===== src/rtl/dct_pkg.sv =====
package dct_pkg;
  localparam int DCT_NCH  = 16;
  localparam int DCT_REGW = 32;
endpackage


===== src/rtl/dct_onehot.sv =====
module dct_onehot #(
  parameter int NCH  = 16,
  parameter int IDXW = $clog2(NCH)
) (
  input  logic            vld,
  input  logic [IDXW-1:0] idx,
  output logic [NCH-1:0]  oh
);
  always_comb begin
    for (int i = 0; i < NCH; i++) begin
      oh[i] = vld && (idx == IDXW'(i));
    end
  end
endmodule


===== src/rtl/dct_pend_track.sv =====
module dct_pend_track #(
  parameter int NCH = 16
) (
  input  logic           clk,
  input  logic           rst,
  input  logic [NCH-1:0] hw_req,
  input  logic [NCH-1:0] sw_req,
  input  logic [NCH-1:0] hw_req_en,
  input  logic [NCH-1:0] sw_req_en,
  input  logic [NCH-1:0] xfer_is_block,
  input  logic [NCH-1:0] frame_oh,
  input  logic [NCH-1:0] block_oh,
  input  logic [NCH-1:0] pkt_oh,
  input  logic [NCH-1:0] fault_oh,
  output logic [NCH-1:0] pend_q
);
  logic [NCH-1:0] accept;
  logic [NCH-1:0] retire;

  always_comb begin
    accept = (hw_req & hw_req_en) | (sw_req & sw_req_en);
    retire = (frame_oh & ~xfer_is_block) | (block_oh & xfer_is_block)
           | pkt_oh | fault_oh;
  end

  always_ff @(posedge clk) begin
    if (rst) pend_q <= '0;
    else     pend_q <= (pend_q | accept) & ~retire;
  end
endmodule


===== src/rtl/dct_queue_track.sv =====
module dct_queue_track #(
  parameter int NCH = 16
) (
  input  logic           clk,
  input  logic           rst,
  input  logic [NCH-1:0] enter_oh,
  input  logic [NCH-1:0] leave_oh,
  output logic [NCH-1:0] active_q
);
  always_ff @(posedge clk) begin
    if (rst) active_q <= '0;
    else     active_q <= (active_q | enter_oh) & ~leave_oh;
  end
endmodule


===== src/rtl/dma_chan_tracker.sv =====
module dma_chan_tracker #(
  parameter int NCH  = dct_pkg::DCT_NCH,
  parameter int REGW = dct_pkg::DCT_REGW,
  parameter int IDXW = $clog2(NCH)
) (
  input  logic            clk,
  input  logic            rst,
  input  logic [NCH-1:0]  hw_req,
  input  logic [NCH-1:0]  sw_req,
  input  logic [NCH-1:0]  hw_req_en,
  input  logic [NCH-1:0]  sw_req_en,
  input  logic [NCH-1:0]  xfer_is_block,
  input  logic            frame_end,
  input  logic [IDXW-1:0] frame_end_ch,
  input  logic            block_end,
  input  logic [IDXW-1:0] block_end_ch,
  input  logic            pkt_write,
  input  logic [IDXW-1:0] pkt_write_ch,
  input  logic            bus_fault,
  input  logic [IDXW-1:0] bus_fault_ch,
  input  logic            q_enter,
  input  logic [IDXW-1:0] q_enter_ch,
  input  logic            q_leave,
  input  logic [IDXW-1:0] q_leave_ch,
  input  logic            dma_global_en,
  input  logic            emu_active,
  output logic [REGW-1:0] pend_word,
  output logic [REGW-1:0] active_word
);
  localparam int PADW = REGW - NCH;

  logic [NCH-1:0] frame_oh, block_oh, pkt_oh, fault_oh, enter_oh, leave_oh;
  logic [NCH-1:0] pend_q, active_q;

  dct_onehot #(.NCH(NCH), .IDXW(IDXW)) u_dec_frame (.vld(frame_end), .idx(frame_end_ch), .oh(frame_oh));
  dct_onehot #(.NCH(NCH), .IDXW(IDXW)) u_dec_block (.vld(block_end), .idx(block_end_ch), .oh(block_oh));
  dct_onehot #(.NCH(NCH), .IDXW(IDXW)) u_dec_pkt   (.vld(pkt_write), .idx(pkt_write_ch), .oh(pkt_oh));
  dct_onehot #(.NCH(NCH), .IDXW(IDXW)) u_dec_fault (.vld(bus_fault), .idx(bus_fault_ch), .oh(fault_oh));
  dct_onehot #(.NCH(NCH), .IDXW(IDXW)) u_dec_enter (.vld(q_enter),   .idx(q_enter_ch),   .oh(enter_oh));
  dct_onehot #(.NCH(NCH), .IDXW(IDXW)) u_dec_leave (.vld(q_leave),   .idx(q_leave_ch),   .oh(leave_oh));

  dct_pend_track #(.NCH(NCH)) u_pend (
    .clk(clk), .rst(rst),
    .hw_req(hw_req), .sw_req(sw_req),
    .hw_req_en(hw_req_en), .sw_req_en(sw_req_en),
    .xfer_is_block(xfer_is_block),
    .frame_oh(frame_oh), .block_oh(block_oh),
    .pkt_oh(pkt_oh), .fault_oh(fault_oh),
    .pend_q(pend_q)
  );

  // Queue residency is tracked from queue events alone; dma_global_en and
  // emu_active are deliberately not part of this path.
  dct_queue_track #(.NCH(NCH)) u_queue (
    .clk(clk), .rst(rst),
    .enter_oh(enter_oh), .leave_oh(leave_oh),
    .active_q(active_q)
  );

  generate
    if (PADW > 0) begin : g_pad
      assign pend_word   = {{PADW{1'b0}}, pend_q};
      assign active_word = {{PADW{1'b0}}, active_q};
    end else begin : g_nopad
      assign pend_word   = pend_q[REGW-1:0];
      assign active_word = active_q[REGW-1:0];
    end
  endgenerate
endmodule


===== config.mk =====
export PLATFORM = sky130hd
export DESIGN_NAME = dma_chan_tracker
export DESIGN_NICKNAME = d
export VERILOG_FILES = /design/src/rtl/dct_pkg.sv /design/src/rtl/dct_onehot.sv /design/src/rtl/dct_pend_track.sv /design/src/rtl/dct_queue_track.sv /design/src/rtl/dma_chan_tracker.sv
export SDC_FILE = /design/constraint.sdc
export NUM_CORES = 1
export LEC_CHECK = 0
export BUFFER_PORTS_ARGS = -buffer_cell sky130_fd_sc_hd__buf_4
export CAP_MARGIN = 25
export CORE_ASPECT_RATIO = 1.5
export CORE_MARGIN = 2
export CORE_UTILIZATION = 30
export DETAILED_ROUTE_END_ITERATION = 10
export GPL_TIMING_DRIVEN = 0
export HOLD_SLACK_MARGIN = 0.1
export PLACE_DENSITY = 0.66
export SLEW_MARGIN = 10
export SYNTH_ARGS = -nofsm -noshare
export SYNTH_HDL_FRONTEND = slang
export SYNTH_SLANG_ARGS = --single-unit

===== constraint.sdc =====
create_clock -name clk -period 1.2 [get_ports clk]
set_input_delay 0.06 -clock clk [delete_from_list [all_inputs] [get_ports clk]]
set_output_delay 0.06 -clock clk [all_outputs]
set_load 0.02 [all_outputs]

==> flow_metrics.tcl <==
set metrics [dict create \
    slew_viol_final 0 \
    power.density_mw_per_mm2 854 \
    ctsHtreeMaxLevel 2 \
    cts_root_buf "clkbuf_8" \
    r2r_slack_ns 0.17 \
    fin_util_pct 53.8 \
    port_buffers 143 \
    post_cts_resized 0 \
    path_cells "buf_4 -> nor3b_1 -> a31oi_1 -> a311oi_1" \
    yosysWarnings 0 \
    netlist_area_mm2 0.00200 \
    hold_violations 0 \
    fin_nets 534 \
    synth_area_leader_cell "dfxtp_1" \
    synth_top_area_share_pct 32.1 \
    status "finished, final reports clean" \
    clock_path_buffers 2 \
    die_area_mm2 0.00734 \
    rows 36 \
    drc 0 \
    drive_above_1_share_pct 48.6 \
    ys_seq_elements 32 \
    max_stage_delay_ns 0.62 \
    fillers 666 \
    num_vias 2638 \
    peakVddDrop_uv 588 \
    area_growth_pct 74.7 \
    crit_arrival_ns 1.24 \
    initial_core_util_pct 30.8 \
    postCtsSetupRepairBufs 0 \
    cts_hold_buf 13 \
    gp_congestion 0.885 \
    max_freq_mhz 958 \
    finalNonFillerCells 496 \
    period_share_pct 87.0 \
    dpl.hpwl_um 6790 \
    die_h_um 104 \
    first_global_vias 2640 \
    reg2reg_depth 3 \
    setup_violations 0 \
    skew_ns 0 \
    clock_latency_ns 0.28 \
    power.leakage_uw 0.00163 \
    grt_max_degree 11 \
    max_slew_margin_pct 51.1 \
    synthesis.instances 226 \
    fin_crit_ns 1.04 \
    grt_pass1_wl_um 12300 \
    multi_input_area_mm2 0.00121 \
    hold_depth 3 \
    fp.dieW_um 70.6 \
    io_pins 178 \
    regArea_um2 641 \
    antenna_left 0 \
    diodes 0 \
    numCtsBuffers 5 \
    rsz0062_at_grt "false" \
    startpoint_type "input pin" \
    hold_path_class "input pin to flop" \
    coreArea_mm2 0.00649 \
    max_slew.worst_pin.slew_ns 0.733 \
    path_max_fanout 4 \
    cap_violations 0 \
    wl_per_cell_um 16.6 \
    wl_um 8240 \
    grt.overflow.total 0 \
    synth_cell_type_count 31 \
    cts_tree "done" \
    cp-end-kind "flop" \
    synth.avg_cell_area_um2 8.84 \
    cts.sinks 32 \
    grt_usage_pct 21.2 \
    ys_seq_area_share_pct 32.1 \
    clk_pin_slew_ns 0.07 \
    critical_path_class "input pin to flop" \
    antenna_found_initial 0 \
    fin_tns_setup_ns 0 \
    firstDrtPassIters 4 \
    vias_per_cell 5.32 \
    cp_slowest_cell "nor3b_1" \
    yosys-top-cells-area "dfxtp_1 32%, buf_4 12%, a221oi_1 7.0%" \
    place_inst 476 \
    drt_iter0_drc 103 \
    worstPathRequired_ns 1.39 \
]
cells by family (layout without fill, tap and decap cells):
| group | count (synthesis) | in the layout | share of synthesized area (%) |
|---|---|---|---|
| other | 1 | 32 | 0.188 |
| AO/OA/AOI/OAI | 80 | 80 | 30.1 |
| AND/OR/NAND/NOR | 78 | 78 | 24.7 |
| flip-flops | 32 | 32 | 32.1 |
| buffers and inverters | 35 | 198 | 13.0 |
flip-flops by register name, indices dropped and copies added (netlist names):
| register | cells |
|---|---|
| u_pend.pend_q | 16 |
| u_queue.active_q | 16 |
path summary, 6_finish.rpt:
check,to,startpoint
hold / removal,u_pend.pend_q[15],rst
setup / recovery,u_queue.active_q[3],q_enter_ch[2]
setup reg to reg,u_pend.pend_q[12],u_pend.pend_q[12]
hold reg to reg,u_queue.active_q[4],u_queue.active_q[4]
final cells by class:
cell class | count | share of cell area [%]
Sequential cell | 32 | 18.4
Clock buffer | 6 | 2.08
Multi-Input combinational cell | 190 | 34.8
Tap cell | 76 | 2.72
Clock inverter | 1 | 0.143
Buffer | 35 | 7.42
Timing Repair Buffer | 156 | 34.5
synth_stat cells:
| master | n |
|---|---|
| buf_4 | 32 |
| dfxtp_1 | 32 |
| nor4_1 | 19 |
| a221oi_1 | 16 |
| o22ai_1 | 16 |
| a211oi_1 | 12 |
| a21oi_1 | 12 |
| nor3_1 | 12 |
| a31o_2 | 10 |
| nor2b_1 | 7 |
| nand3b_1 | 6 |
| a311oi_1 | 4 |
| a31oi_1 | 4 |
| a41o_1 | 4 |
| nand2_1 | 4 |
| nand2b_1 | 4 |
| nor2_1 | 4 |
| and3_1 | 3 |
| and3b_1 | 3 |
| nand3_1 | 3 |
| nor3b_1 | 3 |
| or3b_2 | 3 |
| a41o_2 | 2 |
| clkbuf_1 | 2 |
| or2_2 | 2 |
| or2b_2 | 2 |
| and3_2 | 1 |
| and3b_4 | 1 |
| buf_6 | 1 |
| conb_1 | 1 |
| nor4_2 | 1 |
layout by cell type (no fill, tap or decap), types with 4 or more instances in the layout:
cell type / n
dlygate4sd3_1: 13
clkbuf_8: 5
nor3_1: 12
a311oi_1: 4
a41o_1: 4
conb_1: 32
nand2_1: 4
a31o_2: 10
a221oi_1: 16
a211oi_1: 12
a21oi_1: 12
nor4_1: 19
dfxtp_1: 32
nand2b_1: 4
a31oi_1: 4
nor2_1: 4
nand3b_1: 6
nor2b_1: 7
buf_4: 175
o22ai_1: 16
where the power goes:
part	switching [uW]	total, uW	internal [uW]
Clock	386	780	394
Combinational	495	1040	544
Sequential	38.4	1160	1120
through the flow:
stage | hold WS, ns | power [uW] | area (um^2) | setup slack [ns]
after floorplan | 0.167 | 1660 | 2110 | 0.201
after global placement | 0.316 | 2170 | 3280 | -0.0118
after detailed placement | 0.326 | 2180 | 3280 | -0.0616
after CTS | 0.101 | 3000 | 3490 | 0.146
after global routing | 0.118 | 3130 | 3490 | 0.0538
final | 0.102 | 2980 | 3490 | 0.156
metal layers:
| layer | track usage [%] | up-vias | share of wire [%] |
|---|---|---|---|
| met1 | 20.7 | 1186 | 34 |
| met2 | 40.6 | 176 | 53 |
| met4 | 9.03 | 0 | 3.2 |
| li1 | - | 1257 | - |
| met5 | 0 | - | 0 |
| met3 | 5.52 | 19 | 9.7 |
worst max-delay path, delay by kind of cell:
family / cells / cell delay (ns)
AO/OA/AOI/OAI: 2 / 0.44
AND/OR/NAND/NOR: 1 / 0.62
buffers and inverters: 1 / 0.12
(Power assumes the default switching activity.)
